===== src/rtl/cfg_key_pkg.sv =====
package cfg_key_pkg;

  localparam int unsigned KEY_LEN = 4;
  localparam int unsigned STEP_W  = 2;
  localparam logic [STEP_W-1:0] KEY_LAST = STEP_W'(KEY_LEN - 1);

  localparam logic [7:0] REG_EXIT    = 8'h02;
  localparam logic [7:0] EXIT_CMD    = 8'h02;
  localparam logic [7:0] REG_LDN     = 8'h07;
  localparam logic [7:0] REG_ID_HI   = 8'h20;
  localparam logic [7:0] REG_ID_LO   = 8'h21;
  localparam logic [7:0] REG_REV     = 8'h22;
  localparam logic [7:0] BANK_START  = 8'h30;
  localparam logic [7:0] REG_ACT     = 8'h30;
  localparam logic [7:0] REG_BASE_HI = 8'h60;
  localparam logic [7:0] REG_BASE_LO = 8'h61;
  localparam logic [7:0] IDLE_BYTE   = 8'hFF;

  // key byte expected at a given step of the unlock sequence
  function automatic logic [7:0] key_byte(input logic [STEP_W-1:0] pos);
    case (pos)
      2'd0:    key_byte = 8'h87;
      2'd1:    key_byte = 8'h01;
      default: key_byte = 8'h55;
    endcase
  endfunction

endpackage


===== src/rtl/cfg_key_unlock.sv =====
module cfg_key_unlock
  import cfg_key_pkg::*;
(
  input  logic       clk_i,
  input  logic       rst_ni,
  input  logic       idx_wr_i,
  input  logic [7:0] wdata_i,
  input  logic       exit_i,
  output logic       unlocked_o
);

  logic [STEP_W-1:0] step_q;
  logic              unlocked_q;

  always_ff @(posedge clk_i or negedge rst_ni) begin
    if (!rst_ni) begin
      step_q     <= '0;
      unlocked_q <= 1'b0;
    end else if (unlocked_q) begin
      if (exit_i) begin
        unlocked_q <= 1'b0;
        step_q     <= '0;
      end
    end else if (idx_wr_i) begin
      if (wdata_i == key_byte(step_q)) begin
        if (step_q == KEY_LAST) begin
          unlocked_q <= 1'b1;
          step_q     <= '0;
        end else begin
          step_q <= step_q + 1'b1;
        end
      end else if (wdata_i == key_byte('0)) begin
        step_q <= STEP_W'(1);
      end else begin
        step_q <= '0;
      end
    end
  end

  assign unlocked_o = unlocked_q;

endmodule


===== src/rtl/cfg_key_global.sv =====
module cfg_key_global
  import cfg_key_pkg::*;
#(
  parameter logic [15:0] CHIP_ID  = 16'h8712,
  parameter logic [3:0]  CHIP_REV = 4'h3
) (
  input  logic       clk_i,
  input  logic       rst_ni,
  input  logic       wr_i,
  input  logic [7:0] idx_i,
  input  logic [7:0] wdata_i,
  output logic [7:0] ldn_o,
  output logic       exit_o,
  output logic [7:0] rdata_o
);

  logic [7:0] ldn_q;

  always_ff @(posedge clk_i or negedge rst_ni) begin
    if (!rst_ni) begin
      ldn_q <= '0;
    end else if (wr_i && idx_i == REG_LDN) begin
      ldn_q <= wdata_i;
    end
  end

  assign exit_o = wr_i && idx_i == REG_EXIT && wdata_i == EXIT_CMD;
  assign ldn_o  = ldn_q;

  always_comb begin
    case (idx_i)
      REG_LDN:   rdata_o = ldn_q;
      REG_ID_HI: rdata_o = CHIP_ID[15:8];
      REG_ID_LO: rdata_o = CHIP_ID[7:0];
      REG_REV:   rdata_o = {4'h0, CHIP_REV};
      default:   rdata_o = 8'h00;
    endcase
  end

endmodule


===== src/rtl/cfg_key_bank.sv =====
module cfg_key_bank
  import cfg_key_pkg::*;
#(
  parameter int unsigned NUM_DEV = 4,
  localparam int unsigned DEV_W = (NUM_DEV > 1) ? $clog2(NUM_DEV) : 1
) (
  input  logic                  clk_i,
  input  logic                  rst_ni,
  input  logic                  wr_i,
  input  logic [DEV_W-1:0]      dev_i,
  input  logic [7:0]            idx_i,
  input  logic [7:0]            wdata_i,
  output logic                  hit_o,
  output logic [7:0]            rdata_o,
  output logic [NUM_DEV-1:0]    active_o,
  output logic [16*NUM_DEV-1:0] base_o
);

  for (genvar d = 0; d < NUM_DEV; d++) begin : g_dev
    logic        act_q;
    logic [15:0] base_q;
    logic        sel;

    assign sel = wr_i && (dev_i == DEV_W'(d));

    always_ff @(posedge clk_i or negedge rst_ni) begin
      if (!rst_ni) begin
        act_q  <= 1'b0;
        base_q <= '0;
      end else if (sel) begin
        case (idx_i)
          REG_ACT:     act_q        <= wdata_i[0];
          REG_BASE_HI: base_q[15:8] <= wdata_i;
          REG_BASE_LO: base_q[7:0]  <= wdata_i;
          default: ;
        endcase
      end
    end

    assign active_o[d]        = act_q;
    assign base_o[16*d +: 16] = base_q;
  end

  assign hit_o = (idx_i == REG_ACT) || (idx_i == REG_BASE_HI) ||
                 (idx_i == REG_BASE_LO);

  always_comb begin
    rdata_o = IDLE_BYTE;
    for (int d = 0; d < NUM_DEV; d++) begin
      if (dev_i == DEV_W'(d)) begin
        case (idx_i)
          REG_ACT:     rdata_o = {7'b0, active_o[d]};
          REG_BASE_HI: rdata_o = base_o[16*d+8 +: 8];
          REG_BASE_LO: rdata_o = base_o[16*d +: 8];
          default:     rdata_o = IDLE_BYTE;
        endcase
      end
    end
  end

endmodule


===== src/rtl/cfg_key_port.sv =====
module cfg_key_port
  import cfg_key_pkg::*;
#(
  parameter int unsigned NUM_DEV  = 4,
  parameter logic [15:0] CHIP_ID  = 16'h8712,
  parameter logic [3:0]  CHIP_REV = 4'h3
) (
  input  logic                  clk_i,
  input  logic                  rst_ni,
  input  logic                  wr_i,
  input  logic                  rd_i,
  input  logic                  addr_i,
  input  logic [7:0]            wdata_i,
  output logic [7:0]            rdata_o,
  output logic [NUM_DEV-1:0]    dev_sel_o,
  output logic                  dev_wr_o,
  output logic                  dev_rd_o,
  output logic [7:0]            dev_idx_o,
  output logic [7:0]            dev_wdata_o,
  input  logic [8*NUM_DEV-1:0]  dev_rdata_i,
  output logic [NUM_DEV-1:0]    dev_active_o,
  output logic [16*NUM_DEV-1:0] dev_base_o
);

  localparam int unsigned DEV_W = (NUM_DEV > 1) ? $clog2(NUM_DEV) : 1;
  localparam logic [7:0] NUM_DEV_B = 8'(NUM_DEV);

  logic       unlocked;
  logic [7:0] idx_q;
  logic [7:0] ldn_q;
  logic       ldn_valid;
  logic       is_bank;
  logic       bank_hit;
  logic       exit_cmd;
  logic       data_wr;
  logic       data_rd;
  logic       fwd_acc;
  logic [7:0] glob_rdata;
  logic [7:0] bank_rdata;
  logic [7:0] fwd_rdata;
  logic [7:0] rd_val;
  logic [7:0] rdata_q;

  assign data_wr   = unlocked && wr_i && addr_i;
  assign data_rd   = unlocked && rd_i && !wr_i && addr_i;
  assign is_bank   = idx_q >= BANK_START;
  assign ldn_valid = ldn_q < NUM_DEV_B;

  cfg_key_unlock u_unlock (
    .clk_i      (clk_i),
    .rst_ni     (rst_ni),
    .idx_wr_i   (wr_i && !addr_i),
    .wdata_i    (wdata_i),
    .exit_i     (exit_cmd),
    .unlocked_o (unlocked)
  );

  always_ff @(posedge clk_i or negedge rst_ni) begin
    if (!rst_ni) begin
      idx_q <= '0;
    end else if (unlocked && wr_i && !addr_i) begin
      idx_q <= wdata_i;
    end
  end

  cfg_key_global #(
    .CHIP_ID  (CHIP_ID),
    .CHIP_REV (CHIP_REV)
  ) u_global (
    .clk_i   (clk_i),
    .rst_ni  (rst_ni),
    .wr_i    (data_wr && !is_bank),
    .idx_i   (idx_q),
    .wdata_i (wdata_i),
    .ldn_o   (ldn_q),
    .exit_o  (exit_cmd),
    .rdata_o (glob_rdata)
  );

  cfg_key_bank #(
    .NUM_DEV (NUM_DEV)
  ) u_bank (
    .clk_i    (clk_i),
    .rst_ni   (rst_ni),
    .wr_i     (data_wr && is_bank && ldn_valid),
    .dev_i    (ldn_q[DEV_W-1:0]),
    .idx_i    (idx_q),
    .wdata_i  (wdata_i),
    .hit_o    (bank_hit),
    .rdata_o  (bank_rdata),
    .active_o (dev_active_o),
    .base_o   (dev_base_o)
  );

  // pass-through of bank registers not held locally
  assign fwd_acc     = (data_wr || data_rd) && is_bank && !bank_hit && ldn_valid;
  assign dev_wr_o    = fwd_acc && data_wr;
  assign dev_rd_o    = fwd_acc && data_rd;
  assign dev_idx_o   = idx_q;
  assign dev_wdata_o = wdata_i;

  for (genvar d = 0; d < NUM_DEV; d++) begin : g_sel
    assign dev_sel_o[d] = fwd_acc && (ldn_q == 8'(d));
  end

  always_comb begin
    fwd_rdata = IDLE_BYTE;
    for (int d = 0; d < NUM_DEV; d++) begin
      if (ldn_q == 8'(d)) fwd_rdata = dev_rdata_i[8*d +: 8];
    end
  end

  always_comb begin
    if (!unlocked)      rd_val = IDLE_BYTE;
    else if (!addr_i)   rd_val = idx_q;
    else if (!is_bank)  rd_val = glob_rdata;
    else if (!ldn_valid) rd_val = IDLE_BYTE;
    else if (bank_hit)  rd_val = bank_rdata;
    else                rd_val = fwd_rdata;
  end

  always_ff @(posedge clk_i or negedge rst_ni) begin
    if (!rst_ni) begin
      rdata_q <= IDLE_BYTE;
    end else if (rd_i && !wr_i) begin
      rdata_q <= rd_val;
    end
  end

  assign rdata_o = rdata_q;

endmodule


===== config.mk =====
export PLATFORM = sky130hd
export DESIGN_NAME = cfg_key_port
export DESIGN_NICKNAME = d
export VERILOG_FILES = /design/src/rtl/cfg_key_pkg.sv /design/src/rtl/cfg_key_unlock.sv /design/src/rtl/cfg_key_global.sv /design/src/rtl/cfg_key_bank.sv /design/src/rtl/cfg_key_port.sv
export SDC_FILE = /design/constraint.sdc
export NUM_CORES = 1
export LEC_CHECK = 0
export BUFFER_PORTS_ARGS = -buffer_cell sky130_fd_sc_hd__buf_2
export CORE_MARGIN = 1
export CORE_UTILIZATION = 46
export DETAILED_ROUTE_END_ITERATION = 6
export HOLD_SLACK_MARGIN = 0.06
export PLACE_DENSITY_LB_ADDON = 0.3
export SLEW_MARGIN = 20
export SYNTH_ARGS = -nofsm -noshare
export SYNTH_HDL_FRONTEND = slang
export SYNTH_SLANG_ARGS = --single-unit

===== constraint.sdc =====
create_clock -name clk_i -period 2.9 [get_ports clk_i]
set_input_delay 0.29 -clock clk_i [delete_from_list [all_inputs] [get_ports clk_i]]
set_output_delay 0.29 -clock clk_i [all_outputs]
set_load 0.005 [all_outputs]

==> run metrics <==
outcome completed; total track usage between 20 and 30%; TritonRoute pass-1 iters 4; flops & latches, synth 95; min-delay worst type in2async; VDD IR max about 280 µV; PwrDens ~500 nW/µm²; critical path required time approximately 2.6 ns; Initial Util around 48%; fmax around 360 MHz; Fin. Hold Viols 0; switch share between 20% and 30%; path type of the worst setup path reg2out; Post-synth EDFFs 0; commonest non-fill, non-tap cell in the layout buf_2; distinct cell type count after synthesis 65; Total Power 3120 µW; Placer Congestion roughly 0.94; Routed WL 15.9 mm; Max-slew headroom a little under half; H-Tree Level Count 3; synth warn 0; crit path time final ~2.7 ns; critical path data arrival time 2.46 ns; syn nets around 480; internal power between 2000 and 2500 µW; Post-CTS Hold Buffers 0; # Max-Cap Violations 0; post-synthesis async set-or-reset flop share 100%; number of global-route vias before repair 4308; worst r2r path cells 5; clock share of power a little under two fifths; Setup crit start kind flip-flop; Final ANT Viol Nets 0; layout cells sized above 1 between 50% and 60%; crit end category output pin; commonest cells after routing, fill and taps aside buf_2, mux2_2, dfrtp_1; Final Skew 0.00805 ns; # IOs between 100 and 150; Final Net Count approximately 600; Reg2Reg Capture Point u_bank.g_dev[0].base_q[5]; Seq/Total Area, Yosys approximately 46%; Detailed Place HPWL roughly 11 mm; sequential power share 46.5%; setup violators final 0; WL per Instance 22.5 µm; Syn Inst Count 427; Reg clk slew, reported paths about 0.07 ns; Die W between 100 and 150 µm; Iter 0 DRT Violations about 320; net load switching power just under 900 µW; CTS tree yes; die area between 10000 and 15000 µm²; CTS sink cnt 95; Post-synth top flop dfrtp_1; clock tree buffer depth 2; CTS buffer count 9; total gr overflow 0; Antenna diodes 0; reg2reg start u_global.ldn_o[4]; Area Growth Syn to Fin 22.1%; initial antenna violation count 0; Final TNS setup 0 ns; register-to-register setup slack about 0.21 ns; Slew Viols, Final 0; Post-Synthesis Cell Area between 5000 and 6000 µm²; via count 4331; utilization after layout between 50 and 60%; chip height around 110 µm; Clock Tree Root clkbuf_16; DRC viols 0; RSZ-0062 raised after global routing no; DR vias/cell approximately 6; Port Buf Inserts approximately 140; FP Rows 38; later-pin clock latency in the skew report ~0.35 ns; combinational fraction of design power between 10% and 20%; critical path fanouts, max 5; worst slew pin tran around 0.81 ns; WHS ~0.038 ns; largest net degree at the start of global routing 63; syn_area_per_cell roughly 12 µm²; core area between 10000 and 15000 µm²; global-route wire length before repair between 20 and 25 mm; period utilization about 95%; Leak 0.00320 µW
==> timing repair <==
action | CTS | global route
gates resized for setup | 0 | 1
setup buffers | 0 | 0
setup endpoints to repair | 0 | 1
==> sequential cells by signal, summed over array words and instances, names as in the netlist <==
register	count
u_unlock.unlocked_o	1
rdata_o	8
u_bank.g_dev.act_q	4
u_bank.g_dev.base_q	64
u_unlock.step_q	2
u_global.ldn_o	8
dev_idx_o	8
==> synthesized netlist by cell type (3+ instances only) <==
master | count | area [µm²]
dfrtp_1 | 87 | 2180
mux2_2 | 87 | 980
nor2_1 | 21 | 78.8
clkbuf_1 | 19 | 71.3
nand2_1 | 17 | 63.8
mux4_2 | 16 | 360
inv_1 | 14 | 52.6
buf_4 | 13 | 97.6
nand3_1 | 13 | 65.1
dfstp_2 | 8 | 210
nor2b_1 | 7 | 43.8
a211oi_1 | 6 | 45.0
mux2i_1 | 6 | 60.1
a221o_1 | 5 | 50.1
a31oi_1 | 5 | 31.3
nor3_1 | 5 | 25.0
o21ai_0 | 5 | 25.0
o221ai_1 | 5 | 43.8
o22ai_1 | 5 | 31.3
buf_2 | 4 | 20.0
a21o_1 | 3 | 22.5
a21oi_1 | 3 | 15.0
and2_1 | 3 | 18.8
ha_1 | 3 | 37.5
nor2_2 | 3 | 18.8
nor2_4 | 3 | 33.8
o22a_1 | 3 | 26.3
o32ai_1 | 3 | 26.3
or4_1 | 3 | 22.5
==> critical path, stage by stage (launching register included) <==
cell and delay (ns):
dfrtp_1 0.40, or4_4 0.59, nor3_1 0.23, or4b_4 0.53, nor3_1 0.19, buf_2 0.15
==> worst max path at each step <==
stage                            from  slack (ns)                        end  depth (start not counted)
global placement    u_global.ldn_o[4]        0.30  u_bank.g_dev[0].base_q[4]                          5
detailed placement  u_global.ldn_o[4]        0.22  u_bank.g_dev[0].base_q[5]                          5
global route        u_global.ldn_o[4]        0.05               dev_sel_o[0]                          5
floorplan           u_global.ldn_o[4]        0.48               dev_sel_o[0]                          4
finish              u_global.ldn_o[4]        0.15               dev_sel_o[0]                          5
CTS                 u_global.ldn_o[4]        0.11               dev_sel_o[0]                          5
==> power by group through the flow <==
stage          sequential [µW]  clock (µW)  combinational [µW]
2_1_floorplan             1460           0                 267
3_3_place_gp              1470           0                 474
3_5_place_dp              1480           0                 479
4_1_cts                   1450        1190                 482
5_1_grt                   1460        1250                 530
6_report                  1450        1180                 487
==> per-stage QoR <==
stage	instances	cell area, µm²	setup WS [ns]
global placement	690	6070	0.298
finish	706	6360	0.155
CTS	706	6360	0.113
detailed placement	690	6070	0.223
floorplan	427	5210	0.478
global route	706	6360	0.0489
==> per-layer routing <==
| metal | track usage, % | vias up | routed length (µm) | part of all wire, % |
|---|---|---|---|---|
| met3 | 3.92 | 38 | 1160 | 7.3 |
| met2 | 45.4 | 235 | 7450 | 47 |
| met4 | 12.5 | 0 | 493 | 3.1 |
| met5 | 0 | - | 0 | 0 |
| li1 | - | 1863 | - | - |
| met1 | 39.3 | 2195 | 6760 | 43 |
==> cell families after synthesis <==
kind of cell / after synthesis / synth area share, %
multiplexers: 111 / 27.3
AND/OR/NAND/NOR: 105 / 12.4
flip-flops: 95 / 45.8
AO/OA/AOI/OAI: 59 / 8.76
buffers and inverters: 53 / 4.85
adder cells (fa/ha/maj): 3 / 0.720
XOR/XNOR: 1 / 0.168
==> area by class of cell <==
cell class,instances,area [µm²]
multi-input cells,279,2580
flip-flops and latches,95,2390
fillers,964,4570
clock buffers,10,239
well taps,140,175
clock inverters,6,52.6
repair buffers,160,873
inverters,16,60.1
Note: power is estimated with default switching activity, not from simulation.
